## src/rtl/pwmrx_pkg.sv

```systemverilog
package pwmrx_pkg;
  typedef logic [3:0] nibble_t;

  // expected check nibble for a given running XOR
  function automatic nibble_t check_code(nibble_t acc);
    return acc + 4'd1;
  endfunction
endpackage

```

## src/rtl/pwmrx_tick.sv

```systemverilog
module pwmrx_tick #(
  parameter int PRESCALE = 16
) (
  input  logic clk,
  input  logic rst_n,
  output logic tick
);
  localparam int CW = (PRESCALE > 1) ? $clog2(PRESCALE) : 1;
  localparam logic [CW-1:0] LAST = CW'(PRESCALE - 1);

  logic [CW-1:0] div_q;

  always_ff @(posedge clk) begin
    if (!rst_n) begin
      div_q <= '0;
      tick  <= 1'b0;
    end else if (div_q == LAST) begin
      div_q <= '0;
      tick  <= 1'b1;
    end else begin
      div_q <= div_q + 1'b1;
      tick  <= 1'b0;
    end
  end

  generate
    if (PRESCALE > 1) begin : g_div

      tick_single_chk: assert property (@(posedge clk) disable iff (!rst_n)
        tick |=> !tick);
    end
  endgenerate
endmodule

```

## src/rtl/pwmrx_pulse_meas.sv

```systemverilog
module pwmrx_pulse_meas #(
  parameter int CNT_W        = 16,
  parameter int T1_MIN_TICKS = 1200,
  parameter int T1_MAX_TICKS = 2500,
  parameter int IDLE_TICKS   = 4500
) (
  input  logic clk,
  input  logic rst_n,
  input  logic tick,
  input  logic line,
  output logic bit_stb,
  output logic bit_val,
  output logic bit_err,
  output logic gap_stb
);
  localparam logic [CNT_W-1:0] ONE_MIN  = CNT_W'(T1_MIN_TICKS);
  localparam logic [CNT_W-1:0] ONE_MAX  = CNT_W'(T1_MAX_TICKS);
  localparam logic [CNT_W-1:0] IDLE_END = CNT_W'(IDLE_TICKS - 1);

  logic             line_q;
  logic [CNT_W-1:0] width_q;
  logic [CNT_W-1:0] idle_q;
  logic             idle_seen_q;
  logic             rise, fall;

  assign rise = line & ~line_q;
  assign fall = ~line & line_q;

  always_ff @(posedge clk) begin
    if (!rst_n) begin
      line_q      <= 1'b0;
      width_q     <= '0;
      idle_q      <= '0;
      idle_seen_q <= 1'b0;
      bit_stb     <= 1'b0;
      bit_val     <= 1'b0;
      bit_err     <= 1'b0;
      gap_stb     <= 1'b0;
    end else begin
      line_q  <= line;
      bit_stb <= 1'b0;
      gap_stb <= 1'b0;
      // pulse width, saturating
      if (rise)
        width_q <= '0;
      else if (line_q && tick && (width_q != '1))
        width_q <= width_q + 1'b1;
      if (fall) begin
        bit_stb <= 1'b1;
        bit_val <= (width_q >= ONE_MIN);
        bit_err <= (width_q > ONE_MAX);
      end
      // idle time, one strobe per low stretch
      if (line_q) begin
        idle_q      <= '0;
        idle_seen_q <= 1'b0;
      end else if (tick && !idle_seen_q) begin
        if (idle_q == IDLE_END) begin
          gap_stb     <= 1'b1;
          idle_seen_q <= 1'b1;
        end
        idle_q <= idle_q + 1'b1;
      end
    end
  end


  bit_after_fall_chk: assert property (@(posedge clk) disable iff (!rst_n)
    bit_stb |-> (!line_q && $past(line_q)));


  gap_single_chk: assert property (@(posedge clk) disable iff (!rst_n)
    gap_stb |=> !gap_stb);
endmodule

```

## src/rtl/pwmrx_frame_asm.sv

```systemverilog
module pwmrx_frame_asm
  import pwmrx_pkg::*;
#(
  parameter int NIB_MAX = 16,
  parameter int LEN_W   = $clog2(NIB_MAX + 1)
) (
  input  logic                 clk,
  input  logic                 rst_n,
  input  logic                 bit_stb,
  input  logic                 bit_val,
  input  logic                 bit_err,
  input  logic                 gap_stb,
  output logic                 frame_done,
  output logic                 frame_ok,
  output logic                 frame_bad,
  output logic                 frame_err,
  output logic [LEN_W-1:0]     frame_len,
  output logic [4*NIB_MAX-1:0] frame_nibbles
);
  localparam logic [LEN_W-1:0] FULL = LEN_W'(NIB_MAX);

  nibble_t          buf_q [NIB_MAX];
  logic [4*NIB_MAX-1:0] buf_flat;
  logic [1:0]       phase_q;
  logic [2:0]       shift_q;
  logic [LEN_W-1:0] count_q;
  logic             ovf_q, perr_q, seen_q;
  nibble_t          xor_all_q, xor_prev_q, last_q;
  nibble_t          new_nib;
  logic             shape_bad;

  assign new_nib   = {shift_q, bit_val};
  assign shape_bad = (phase_q != 2'd0) || (count_q < LEN_W'(2)) || ovf_q;

  always_comb begin
    for (int i = 0; i < NIB_MAX; i++) buf_flat[4*i +: 4] = buf_q[i];
  end

  always_ff @(posedge clk) begin
    if (!rst_n) begin
      for (int i = 0; i < NIB_MAX; i++) buf_q[i] <= '0;
      phase_q       <= '0;
      shift_q       <= '0;
      count_q       <= '0;
      ovf_q         <= 1'b0;
      perr_q        <= 1'b0;
      seen_q        <= 1'b0;
      xor_all_q     <= '0;
      xor_prev_q    <= '0;
      last_q        <= '0;
      frame_done    <= 1'b0;
      frame_ok      <= 1'b0;
      frame_bad     <= 1'b0;
      frame_err     <= 1'b0;
      frame_len     <= '0;
      frame_nibbles <= '0;
    end else begin
      frame_done <= 1'b0;
      if (gap_stb && seen_q) begin
        frame_done    <= 1'b1;
        frame_err     <= perr_q;
        frame_bad     <= shape_bad;
        frame_ok      <= !shape_bad && !perr_q && (check_code(xor_prev_q) == last_q);
        frame_len     <= perr_q ? '0 : count_q;
        frame_nibbles <= perr_q ? '0 : buf_flat;
        for (int i = 0; i < NIB_MAX; i++) buf_q[i] <= '0;
        phase_q    <= '0;
        shift_q    <= '0;
        count_q    <= '0;
        ovf_q      <= 1'b0;
        perr_q     <= 1'b0;
        seen_q     <= 1'b0;
        xor_all_q  <= '0;
        xor_prev_q <= '0;
        last_q     <= '0;
      end else if (bit_stb) begin
        seen_q  <= 1'b1;
        phase_q <= phase_q + 1'b1;
        if (bit_err) perr_q <= 1'b1;
        if (phase_q == 2'd3) begin
          if (count_q == FULL) begin
            ovf_q <= 1'b1;
          end else begin
            for (int i = 0; i < NIB_MAX; i++)
              if (count_q == LEN_W'(i)) buf_q[i] <= new_nib;
            count_q    <= count_q + 1'b1;
            xor_prev_q <= xor_all_q;
            xor_all_q  <= xor_all_q ^ new_nib;
            last_q     <= new_nib;
          end
        end else begin
          shift_q <= {shift_q[1:0], bit_val};
        end
      end
    end
  end


  count_bound_chk: assert property (@(posedge clk) disable iff (!rst_n)
    count_q <= FULL);


  done_single_chk: assert property (@(posedge clk) disable iff (!rst_n)
    frame_done |=> !frame_done);


  result_hold_chk: assert property (@(posedge clk) disable iff (!rst_n)
    !frame_done |-> ($stable(frame_ok) && $stable(frame_len) &&
                     $stable(frame_bad) && $stable(frame_nibbles)));
endmodule

```

## src/rtl/pwm_frame_rx.sv

```systemverilog
module pwm_frame_rx #(
  parameter int PRESCALE     = 16,
  parameter int CNT_W        = 16,
  parameter int T1_MIN_TICKS = 1200,
  parameter int T1_MAX_TICKS = 2500,
  parameter int IDLE_TICKS   = 4500,
  parameter int NIB_MAX      = 16,
  parameter int LEN_W        = $clog2(NIB_MAX + 1)
) (
  input  logic                 clk,
  input  logic                 rst_n,
  input  logic                 rx_line,
  output logic                 frame_done,
  output logic                 frame_ok,
  output logic                 frame_bad,
  output logic                 frame_err,
  output logic [LEN_W-1:0]     frame_len,
  output logic [4*NIB_MAX-1:0] frame_nibbles
);
  logic tick;
  logic bit_stb, bit_val, bit_err, gap_stb;

  pwmrx_tick #(.PRESCALE(PRESCALE)) tick_i (
    .clk(clk), .rst_n(rst_n), .tick(tick)
  );

  pwmrx_pulse_meas #(
    .CNT_W(CNT_W), .T1_MIN_TICKS(T1_MIN_TICKS),
    .T1_MAX_TICKS(T1_MAX_TICKS), .IDLE_TICKS(IDLE_TICKS)
  ) meas_i (
    .clk(clk), .rst_n(rst_n), .tick(tick), .line(rx_line),
    .bit_stb(bit_stb), .bit_val(bit_val), .bit_err(bit_err), .gap_stb(gap_stb)
  );

  pwmrx_frame_asm #(.NIB_MAX(NIB_MAX), .LEN_W(LEN_W)) asm_i (
    .clk(clk), .rst_n(rst_n),
    .bit_stb(bit_stb), .bit_val(bit_val), .bit_err(bit_err), .gap_stb(gap_stb),
    .frame_done(frame_done), .frame_ok(frame_ok), .frame_bad(frame_bad),
    .frame_err(frame_err), .frame_len(frame_len), .frame_nibbles(frame_nibbles)
  );
endmodule

```

## config.mk

```make
export PLATFORM = sky130hd
export DESIGN_NAME = pwm_frame_rx
export DESIGN_NICKNAME = d
export VERILOG_FILES = /design/src/rtl/pwmrx_pkg.sv /design/src/rtl/pwmrx_tick.sv /design/src/rtl/pwmrx_pulse_meas.sv /design/src/rtl/pwmrx_frame_asm.sv /design/src/rtl/pwm_frame_rx.sv
export SDC_FILE = /design/constraint.sdc
export NUM_CORES = 1
export LEC_CHECK = 0
export ABC_AREA = 1
export ABC_CLOCK_PERIOD_IN_PS = 3400
export BUFFER_PORTS_ARGS = -buffer_cell sky130_fd_sc_hd__buf_2
export CORE_AREA = 4 4 116 129
export CTS_CLUSTER_SIZE = 25
export DETAILED_ROUTE_END_ITERATION = 10
export DIE_AREA = 0 0 120 133
export MAX_ROUTING_LAYER = met4
export PLACE_DENSITY = 0.79
export SYNTH_ARGS = -nofsm -noshare
export SYNTH_HDL_FRONTEND = slang
export SYNTH_SLANG_ARGS = --single-unit
```

## constraint.sdc

```tcl
create_clock -name clk -period 3.4 [get_ports clk]
set_clock_uncertainty 0.05 [all_clocks]
set_input_delay 0.17 -clock clk [delete_from_list [all_inputs] [get_ports clk]]
set_output_delay 0.17 -clock clk [all_outputs]
set_load 0.02 [all_outputs]
```

==> out/metrics.yaml <==
die_x_um: 120
netSwitchingPower_uw: 987
slew_violations: 0
port-buffer-count: 75
min_period_ns: 2.44
synth_nets: 864
ys_types: 39
grt_pass1_vias: 5557
cts-buffers-inserted: 21
ys_ff_latch: 205
ys.flop_type: "dfxtp_1"
path_buf_inv: 4
reg2reg_slack_ns: 1.15
syn-cell-area_um2: 8110
p_seq_share_pct: 52.4
io_pins: 76
wl_per_cell_um: 14.6
min_from: "asm_i.frame_ok$_SDFFE_PN0P_"
core_um2: 13700
regToRegStartpoint: "asm_i.seen_q$_SDFFE_PP0P_"
critPathMaxStageDelay_ns: 0.80
status: "completed"
report.final.hold_viol_count: 0
dp_hpwl_um: 10700
comb_power_share_pct: 1.8
dieArea_um2: 16000
crit_fanout: 103
netSwitchingFraction_pct: 20.2
initial_utilization_pct: 59.3
vias: 6070
syn_to_final_growth_pct: 14.1
synth_edf_count: 60
h-tree-depth: 1
drtAntennaViolNets: 0
wl_um: 16300
multiInputGateArea_um2: 2940
p_leak_nw: 3.62
slowest_stage: "buf_4"
clkTransAtPathRegs_ns: 0.06
start_kind: "input port"
cp_top_family: "buffers and inverters"
hold_ws_ns: 0.401
crit_chain: "dlygate4sd3_1 > buf_2 > inv_1 > nor2_4 > buf_4 > o21ai_0"
drive_above_1_share_pct: 15.6
cts_tree: "done"
timing.final.crit_share_pct: 71.8
worstSetupPathType: "in2reg"
insertion_delay_ns: 0.49
min_to: "asm_i.frame_ok$_SDFFE_PN0P_"
reg2reg_to: "asm_i.buf_q[0][44]$_SDFFCE_PN0P_"
fmax_mhz: 410
globalplace.congestion: 0.904
finalSetupViolations: 0
vias_per_cell: 5.44
postSynthAreaPerCell_um2: 9.55
grt_start_max_net_pins: 104
final_nets: 929
tns_ns: 0
synth_area_leaders: "dfxtp_1 36%, edfxtp_1 22%, a32o_1 8.5%"
first_iter_violations: 467
cts_max_path_buffers: 3
regArea_um2: 4700
cp-end-kind: "flip-flop"
synthCells: 849
drc: 0
slew_headroom_pct: 20.3
power_per_cell_area_nw_per_um2: 529
power_mw: 4.89
vdd_drop_max_v: 0.000339
power.internal_mw: 3.91
fillers: 1028
dp_slack_ns: 1.04
hold_depth: 2
num_antenna_cells: 0
worst_slew_pin_slew_ns: 1.20
fin_ws_ns: 0.959
die_h_um: 133
min_path_type: "reg2reg"
clock_power_share_pct: 45.8
antenna_found_initial: 0
ys_warn_count: 0
globalRouteOverflowTotal: 0
cts-root-buf: "clkbuf_16"
yosysSeqAreaShare_pct: 58.0
drt-pass1-iter-count: 5
crit_arrival_ns: 2.53
maxCapViolCount: 0
rsz0062_at_grt: "false"
cp.required_ns: 3.49
synth.largest_area_cell: "dfxtp_1"
row_count: 45
cts_sinks: 205
postLayoutCoreUtil_pct: 67.6
synth_common_cells: "145 x dfxtp_1, 145 x nand2_1, 136 x nor2_1"
synthArstFlopShare_pct: 0
rr_worst_depth: 5
synth_top_area_share_pct: 35.8
grt_usage_pct: 20.8
grt_pass1_wl_um: 26900
final cells by class:
type / instances / share of cell area (%)
Sequential cell: 205 / 50.9
Tap cell: 188 / 2.54
Timing Repair Buffer: 81 / 4.63
Multi-Input combinational cell: 532 / 31.8
Clock inverter: 7 / 0.974
Clock buffer: 30 / 6.26
Inverter: 73 / 2.96
flip-flops by register name, indices dropped and copies added (netlist names), 2 cells and up:
register and cells:
tick_i.div_q 4, asm_i.buf_q 64, asm_i.phase_q 2, meas_i.width_q 16, asm_i.count_q 5, meas_i.idle_q 16, asm_i.xor_all_q 4, asm_i.last_q 4
asm_i.shift_q 3, asm_i.frame_nibbles 64, asm_i.frame_len 5, asm_i.xor_prev_q 4
stage by stage:
| step | cell area [um2] | instances |
|---|---|---|
| floorplan | 8110 | 849 |
| global placement | 8550 | 1076 |
| detailed placement | 8550 | 1076 |
| CTS | 9250 | 1116 |
| global route | 9250 | 1116 |
| finish | 9250 | 1116 |
power by group through the flow:
stage          Sequential [mW]  Combinational (mW)  Clock, mW
2_1_floorplan             2.61              0.0673          0
3_3_place_gp              2.62              0.0827          0
3_5_place_dp              2.62              0.0848          0
4_1_cts                   2.57              0.0882       2.28
5_1_grt                   2.57              0.0997       2.38
6_report                  2.57              0.0879       2.24
kinds of logic (layout without fill, tap and decap cells):
logic type      count (synthesis)  in the layout  synth area share (%)
buf+inv                       112            191                  5.82
simple gates                  357            357                  18.7
flops                         205            205                  58.0
fa+ha+maj                      12             12                  1.85
compound gates                150            150                  14.2
xor+xnor                       13             13                  1.40
tightest hold or removal path, delay by kind of cell (launching register included):
kind             cells  cell delay [ns]
DFF                  1             0.30
and+or+nand+nor      2             0.10
metal layers:
layer | vias to the layer above | global-route usage [%] | wire, um
li1 | 3041 | - | -
met1 | 2810 | 25.4 | 6970
met2 | 183 | 35.6 | 8050
met3 | 36 | 3.42 | 924
met4 | 0 | 5.79 | 350
met5 | - | - | 0
how the worst max path moves through the flow:
stage / startpoint / to / cells past startpoint / slack, ns
2_1_floorplan: asm_i.phase_q[0]$_SDFFE_PP0P_ / asm_i.buf_q[0][44]$_SDFFCE_PN0P_ / 5 / 1.72
3_3_place_gp: rst_n / asm_i.buf_q[0][46]$_SDFFCE_PN0P_ / 5 / 1.08
3_5_place_dp: rst_n / asm_i.buf_q[0][46]$_SDFFCE_PN0P_ / 5 / 1.04
4_1_cts: rst_n / asm_i.buf_q[0][46]$_SDFFCE_PN0P_ / 6 / 1.00
5_1_grt: rst_n / asm_i.buf_q[0][47]$_SDFFCE_PN0P_ / 6 / 0.79
6_report: rst_n / asm_i.buf_q[0][44]$_SDFFCE_PN0P_ / 6 / 0.96
layout by cell type (no fill, tap or decap), types with 3 or more instances in the layout:
| master | Yosys | final |
|---|---|---|
| xnor2_1 | 4 | 4 |
| nand2_1 | 145 | 145 |
| clkbuf_16 | 0 | 21 |
| nor2_4 | 2 | 3 |
| ha_1 | 12 | 12 |
| nand3_1 | 37 | 37 |
| clkinv_2 | 0 | 3 |
| clkbuf_1 | 17 | 7 |
| nor2_1 | 136 | 136 |
| dfxtp_1 | 145 | 145 |
| a32o_1 | 69 | 69 |
| dlygate4sd3_1 | 0 | 3 |
| nor3b_1 | 3 | 3 |
| xor2_1 | 9 | 9 |
| nor3_1 | 8 | 8 |
| a21oi_1 | 32 | 32 |
| edfxtp_1 | 60 | 60 |
| nand2_2 | 4 | 4 |
| a21oi_2 | 10 | 10 |
| buf_2 | 16 | 75 |
| inv_2 | 8 | 8 |
| o21ai_0 | 29 | 29 |
| inv_1 | 65 | 65 |
| buf_4 | 2 | 3 |
| nor2_2 | 6 | 5 |
| nand4_1 | 7 | 7 |
what timing repair did:
item | CTS | global route
hold buffers | 3 | 0
gates resized for setup | 0 | 0
hold endpoints to repair | 3 | 0
buffers inserted | 0 | 0
Power figures use the tool's default switching activity.
